===== config.mk =====
export PLATFORM = sky130hd
export DESIGN_NAME = mac17_unit
export DESIGN_NICKNAME = d
export VERILOG_FILES = /design/src/rtl/mac17_pkg.sv /design/src/rtl/mac17_ctrl.sv /design/src/rtl/mac17_datapath.sv /design/src/rtl/mac17_unit.sv
export SDC_FILE = /design/constraint.sdc
export NUM_CORES = 1
export LEC_CHECK = 0
export BUFFER_PORTS_ARGS = -buffer_cell sky130_fd_sc_hd__buf_2
export CELL_PAD_IN_SITES_DETAIL_PLACEMENT = 0
export CELL_PAD_IN_SITES_GLOBAL_PLACEMENT = 1
export CORE_MARGIN = 2
export CORE_UTILIZATION = 50
export CTS_CLUSTER_SIZE = 24
export DETAILED_ROUTE_END_ITERATION = 7
export GPL_ROUTABILITY_DRIVEN = 0
export HOLD_SLACK_MARGIN = 0.1
export PLACE_DENSITY = 0.88
export SETUP_SLACK_MARGIN = 0.5
export SKIP_CTS_REPAIR_TIMING = 1
export SYNTH_ARGS = -nofsm -noshare
export SYNTH_HDL_FRONTEND = slang
export SYNTH_SLANG_ARGS = --single-unit

===== constraint.sdc =====
create_clock -name clk -period 33.5 [get_ports clk]
set_clock_uncertainty 0.05 [all_clocks]
set_input_delay 5.025 -clock clk [delete_from_list [all_inputs] [get_ports clk]]
set_output_delay 5.025 -clock clk [all_outputs]
set_load 0.03 [all_outputs]

===== src/rtl/mac17_pkg.sv =====
package mac17_pkg;

  // One-hot operand routing and mode strobes from control to datapath
  typedef struct packed {
    logic       capture;    // latch a new result this edge
    logic       tCapture;   // latch the holding register this edge
    logic [2:0] xPick;      // {accHigh, dataA, holdReg}
    logic [3:0] yPick;      // {imm, accHigh, dataB, prog}
    logic       signedOp;
    logic       fracOp;
    logic       roundOp;
    logic       satOp;
  } macStrobes_t;

endpackage


===== src/rtl/mac17_ctrl.sv =====
module mac17_ctrl
  import mac17_pkg::*;
(
  input  logic        clk,
  input  logic        rstN,
  input  logic        opValid,
  input  logic        tLoad,
  input  logic [1:0]  selX,
  input  logic [1:0]  selY,
  input  logic        signedMode,
  input  logic        fracMode,
  input  logic        roundEn,
  input  logic        satEn,
  output macStrobes_t strobes
);

  always_comb begin
    strobes          = '0;
    strobes.capture  = opValid;
    strobes.tCapture = tLoad;
    strobes.signedOp = signedMode;
    strobes.fracOp   = fracMode;
    strobes.roundOp  = roundEn;
    strobes.satOp    = satEn;
    unique case (selX)
      2'd1:    strobes.xPick = 3'b010;
      2'd2:    strobes.xPick = 3'b100;
      default: strobes.xPick = 3'b001;  // codes 0 and 3 both read the holding register
    endcase
    strobes.yPick = 4'b0001 << selY;
  end


  x_route_onehot_chk: assert property (@(posedge clk) disable iff (!rstN)
    $onehot(strobes.xPick));


  y_route_onehot_chk: assert property (@(posedge clk) disable iff (!rstN)
    $onehot(strobes.yPick));

endmodule


===== src/rtl/mac17_datapath.sv =====
module mac17_datapath
  import mac17_pkg::*;
#(
  parameter int DATA_W = 16,
  parameter int ACC_W  = 40,
  parameter int SAT_W  = 32
) (
  input  logic              clk,
  input  logic              rstN,
  input  macStrobes_t       strobes,
  input  logic [DATA_W-1:0] tIn,
  input  logic [DATA_W-1:0] dataA,
  input  logic [DATA_W-1:0] dataB,
  input  logic [DATA_W-1:0] progWord,
  input  logic [DATA_W-1:0] immWord,
  input  logic [ACC_W-1:0]  accIn,
  output logic [ACC_W-1:0]  result,
  output logic              resValid,
  output logic              zeroFlag,
  output logic              ovfFlag
);

  localparam int OP_W   = DATA_W + 1;
  localparam int PROD_W = 2 * OP_W;
  localparam int WIDE_W = ACC_W + 2;
  localparam int EXT_W  = WIDE_W - PROD_W - 1;
  localparam logic [WIDE_W-1:0] ROUND_ADD = WIDE_W'(1) << (DATA_W - 1);
  localparam logic [ACC_W-1:0]  SAT_MAX = {{(ACC_W-SAT_W+1){1'b0}}, {(SAT_W-1){1'b1}}};
  localparam logic [ACC_W-1:0]  SAT_MIN = {{(ACC_W-SAT_W+1){1'b1}}, {(SAT_W-1){1'b0}}};

  logic [DATA_W-1:0] holdReg;
  logic [DATA_W-1:0] accHigh, xRaw, yRaw;
  logic signed [OP_W-1:0]   xOp, yOp;
  logic signed [PROD_W-1:0] prodFull;
  logic [PROD_W:0]          prodScaled;
  logic [WIDE_W-1:0]        accWide, prodWide, sumWide, roundSum, roundWide;
  logic                     posOvf, negOvf, rangeOvf;
  logic [ACC_W-1:0]         nextRes;
  logic                     lastSat, lastRound;

  // Holding register
  always_ff @(posedge clk) begin
    if (!rstN)                 holdReg <= '0;
    else if (strobes.tCapture) holdReg <= tIn;
  end

  // Operand routing (AND-OR of one-hot picks)
  assign accHigh = accIn[2*DATA_W-1:DATA_W];
  assign xRaw = ({DATA_W{strobes.xPick[0]}} & holdReg)
              | ({DATA_W{strobes.xPick[1]}} & dataA)
              | ({DATA_W{strobes.xPick[2]}} & accHigh);
  assign yRaw = ({DATA_W{strobes.yPick[0]}} & progWord)
              | ({DATA_W{strobes.yPick[1]}} & dataB)
              | ({DATA_W{strobes.yPick[2]}} & accHigh)
              | ({DATA_W{strobes.yPick[3]}} & immWord);

  // Extension to 17 bits and multiply
  assign xOp      = {strobes.signedOp & xRaw[DATA_W-1], xRaw};
  assign yOp      = {strobes.signedOp & yRaw[DATA_W-1], yRaw};
  assign prodFull = xOp * yOp;

  // Fractional doubling
  assign prodScaled = strobes.fracOp ? {prodFull, 1'b0}
                                     : {prodFull[PROD_W-1], prodFull};

  // Wide addition, so overflow remains visible
  assign accWide  = {{2{accIn[ACC_W-1]}}, accIn};
  assign prodWide = {{EXT_W{prodScaled[PROD_W]}}, prodScaled};
  assign sumWide  = accWide + prodWide;

  // Round to nearest upper word
  assign roundSum  = sumWide + ROUND_ADD;
  assign roundWide = strobes.roundOp ? {roundSum[WIDE_W-1:DATA_W], {DATA_W{1'b0}}}
                                     : sumWide;

  // Range check against the signed 32-bit window
  assign posOvf   = !roundWide[WIDE_W-1] && (|roundWide[WIDE_W-2:SAT_W-1]);
  assign negOvf   =  roundWide[WIDE_W-1] && !(&roundWide[WIDE_W-2:SAT_W-1]);
  assign rangeOvf = posOvf || negOvf;

  always_comb begin
    nextRes = roundWide[ACC_W-1:0];
    if (strobes.satOp && posOvf) nextRes = SAT_MAX;
    if (strobes.satOp && negOvf) nextRes = SAT_MIN;
  end

  always_ff @(posedge clk) begin
    if (!rstN) begin
      result    <= '0;
      resValid  <= 1'b0;
      zeroFlag  <= 1'b0;
      ovfFlag   <= 1'b0;
      lastSat   <= 1'b0;
      lastRound <= 1'b0;
    end else begin
      resValid <= strobes.capture;
      if (strobes.capture) begin
        result    <= nextRes;
        zeroFlag  <= (nextRes == '0);
        ovfFlag   <= rangeOvf;
        lastSat   <= strobes.satOp;
        lastRound <= strobes.roundOp;
      end
    end
  end


  sat_in_range_chk: assert property (@(posedge clk) disable iff (!rstN)
    (resValid && lastSat) |-> (result[ACC_W-1:SAT_W-1] == '0 || (&result[ACC_W-1:SAT_W-1])));


  sat_clamp_value_chk: assert property (@(posedge clk) disable iff (!rstN)
    (resValid && lastSat && ovfFlag) |-> (result == SAT_MAX || result == SAT_MIN));


  round_low_clear_chk: assert property (@(posedge clk) disable iff (!rstN)
    (resValid && lastRound && !ovfFlag) |-> (result[DATA_W-1:0] == '0));


  idle_hold_chk: assert property (@(posedge clk) disable iff (!rstN)
    !strobes.capture |=> ($stable(result) && $stable(zeroFlag) && $stable(ovfFlag) && !resValid));


  hold_reg_keep_chk: assert property (@(posedge clk) disable iff (!rstN)
    !strobes.tCapture |=> $stable(holdReg));

endmodule


===== src/rtl/mac17_unit.sv =====
module mac17_unit
  import mac17_pkg::*;
(
  input  logic        clk,
  input  logic        rstN,
  input  logic        opValid,
  input  logic        tLoad,
  input  logic [15:0] tIn,
  input  logic [15:0] dataA,
  input  logic [15:0] dataB,
  input  logic [15:0] progWord,
  input  logic [15:0] immWord,
  input  logic [39:0] accIn,
  input  logic [1:0]  selX,
  input  logic [1:0]  selY,
  input  logic        signedMode,
  input  logic        fracMode,
  input  logic        roundEn,
  input  logic        satEn,
  output logic [39:0] result,
  output logic        resValid,
  output logic        zeroFlag,
  output logic        ovfFlag
);

  macStrobes_t strobes;

  mac17_ctrl uCtrl (
    .clk        (clk),
    .rstN       (rstN),
    .opValid    (opValid),
    .tLoad      (tLoad),
    .selX       (selX),
    .selY       (selY),
    .signedMode (signedMode),
    .fracMode   (fracMode),
    .roundEn    (roundEn),
    .satEn      (satEn),
    .strobes    (strobes)
  );

  mac17_datapath #(.DATA_W(16), .ACC_W(40), .SAT_W(32)) uPath (
    .clk      (clk),
    .rstN     (rstN),
    .strobes  (strobes),
    .tIn      (tIn),
    .dataA    (dataA),
    .dataB    (dataB),
    .progWord (progWord),
    .immWord  (immWord),
    .accIn    (accIn),
    .result   (result),
    .resValid (resValid),
    .zeroFlag (zeroFlag),
    .ovfFlag  (ovfFlag)
  );

endmodule


==> results.json <==
{
  "status": "completed",
  "ys_async_sr_fraction_pct": 0,
  "num_io_pins": 175,
  "final_common_cell": "inv_1",
  "syn_inst": 2130,
  "critPathSlowestCell": "o21ai_1",
  "clk_pin_slew_ps": 60,
  "fp.dieArea_um2": 36600,
  "synthFlopType": "dfxtp_1",
  "period_share_pct": 51.5,
  "fin_area_um2": 19000,
  "clk_path_buf_depth": 2,
  "grt_pass1_wl_um": 84200,
  "max_freq_mhz": 57.9,
  "finalWorstSetupSlack_ps": 16230,
  "syn-num-nets": 2687,
  "crit_fanout": 26,
  "end_kind": "flip-flop",
  "slowest_delay_ps": 850,
  "wl_per_cell_um": 19.6,
  "hpwl_um": 44700,
  "start_util_pct": 50.8,
  "drv_cap": 0,
  "required_ps": 33690,
  "fin_tns_setup_ps": 0,
  "avgSynthCellArea_um2": 8.24,
  "fin_crit_ps": 17270,
  "num_rows": 68,
  "synth_edf_count": 0,
  "yosysSeqAreaShare_pct": 6.73,
  "worstHoldPathType": "flip-flop to flip-flop",
  "finalSetupViolCount": 0,
  "rsz0062_at_grt": "false",
  "yosysTopAreaCell": "fa_1",
  "die_w_um": 191,
  "grt_remaining_overflow": 0,
  "pre_cts_ws_ps": 16070,
  "ys_types": 87,
  "drv_slew": 0,
  "drive_gt1_share_pct": 11.6,
  "final_cell_mix": "342 x inv_1, 297 x fa_1, 294 x nand2_1, 182 x nor2_1, 174 x buf_2",
  "first_global_vias": 15494,
  "wirelength_um": 52900,
  "core_region_area_um2": 34500,
  "ys_ff_latch": 59,
  "yosys-top-cells-area": "fa_1 34%, ha_1 9.1%, inv_1 7.3%",
  "place_area_um2": 18700,
  "first_pass_iters": 5,
  "clock-sinks": 59,
  "syn_area_um2": 17500,
  "whs_ps": 418,
  "clock-root-buffer": "clkbuf_16",
  "drtIter0Drc": 1067,
  "hold_violations": 0,
  "path_class": "input port to flip-flop",
  "cts_tree": "done",
  "ys_warn_count": 0,
  "cts_made_buffers": 9,
  "slew_headroom_pct": 25.5,
  "io_buffers": 174,
  "gr-usage-all-layers_pct": 29.9,
  "grt_antenna_before_repair": 1,
  "yosys.area.top_type_share_pct": 33.9,
  "nFillCells": 3253,
  "insertion_delay_ps": 350,
  "r2r_setup_slack_ps": 21560,
  "grt_max_degree": 49,
  "ant_nets": 0,
  "die_y_um": 191,
  "vias_per_cell": 5.68,
  "startpoint_type": "input port",
  "vias": 15314,
  "drc_errors": 0,
  "tightestPinTransition_ps": 1110,
  "h-tree-depth": 3,
  "cp.arrival_ps": 17450,
  "diodes": 0,
  "nNetsFinal": 2794,
  "crit_top_cell": "fa_1",
  "area_growth_pct": 8.53
}
logic make-up (layout without fill, tap and decap cells):
family | count (synthesis) | after routing | synth area share (%)
simple gates | 710 | 710 | 18.7
buf+inv | 430 | 542 | 9.34
fa+ha+maj | 425 | 425 | 43.0
compound gates | 356 | 356 | 13.7
xor+xnor | 85 | 85 | 4.24
mux | 65 | 65 | 4.31
flops | 59 | 59 | 6.73
path summary, 6_finish.rpt:
check / startpoint / endpoint / depth (start not counted)
worst max-delay path: selY[1] / uPath.result[24] / 42
worst min-delay path: uPath.result[0] / uPath.result[0] / 2
worst max register to register: uPath.holdReg[9] / uPath.result[24] / 38
worst min register to register: uPath.result[0] / uPath.result[0] / 2
cell usage after synthesis (4+ instances only):
cell,n
a211o_1,6
a211oi_1,12
a21o_1,22
a21oi_1,86
a22oi_1,34
a2bb2oi_1,14
a31oi_1,11
and2_1,39
and3_1,12
and4_1,5
buf_1,7
buf_2,7
clkbuf_1,70
dfxtp_1,59
fa_1,297
ha_1,128
inv_1,342
mux2_2,25
mux2i_1,34
mux4_2,6
nand2_1,294
nand2b_1,21
nand3_1,32
nand4_1,15
nor2_1,182
nor2b_1,33
nor3_1,26
nor4_1,11
o211a_1,4
o211ai_1,9
o21a_1,14
o21ai_0,75
o21ai_1,15
o21bai_1,6
o2bb2ai_1,4
o311ai_0,5
or2_2,6
or3_1,5
xnor2_1,58
xor2_1,27
flip-flops by register name (all words and copies together) (netlist names):
signal / flops
uPath.holdReg: 16
uPath.ovfFlag: 1
uPath.result: 40
uPath.resValid: 1
uPath.zeroFlag: 1
per-stage QoR:
stage	utilization, %	cells
floorplan	-	2130
global placement	54.2	2681
detailed placement	54.2	2681
CTS	55.1	2697
global route	55.1	2697
finish	55.1	2697
layer usage:
| metal | global-route usage (%) | vias up | wire length, um |
|---|---|---|---|
| met5 | 0 | - | 11 |
| met4 | 11.2 | 2 | 2030 |
| li1 | - | 7138 | - |
| met3 | 5.53 | 94 | 4500 |
| met2 | 47.0 | 597 | 23700 |
| met1 | 41.1 | 7483 | 22600 |
final cells by class:
type,instances,area [um2],share of cell area (%)
Clock buffer,11,243,1.27
Clock inverter,5,85.1,0.447
Inverter,343,1290,6.76
Multi-Input combinational cell,1641,14700,77.4
Sequential cell,59,1180,6.20
Tap cell,455,569,2.99
Timing Repair Buffer,183,938,4.93
worst max-delay path: cells and delay by family:
kind                     cells  cell delay, ps
AO/OA/AOI/OAI               16            5800
adder cells (fa/ha/maj)      9            3730
AND/OR/NAND/NOR              9            1620
buffers and inverters        6             690
multiplexers                 2             550
Power is not shown: default switching activity piles up to over one toggle a cycle in this logic, so the estimate is an artifact.
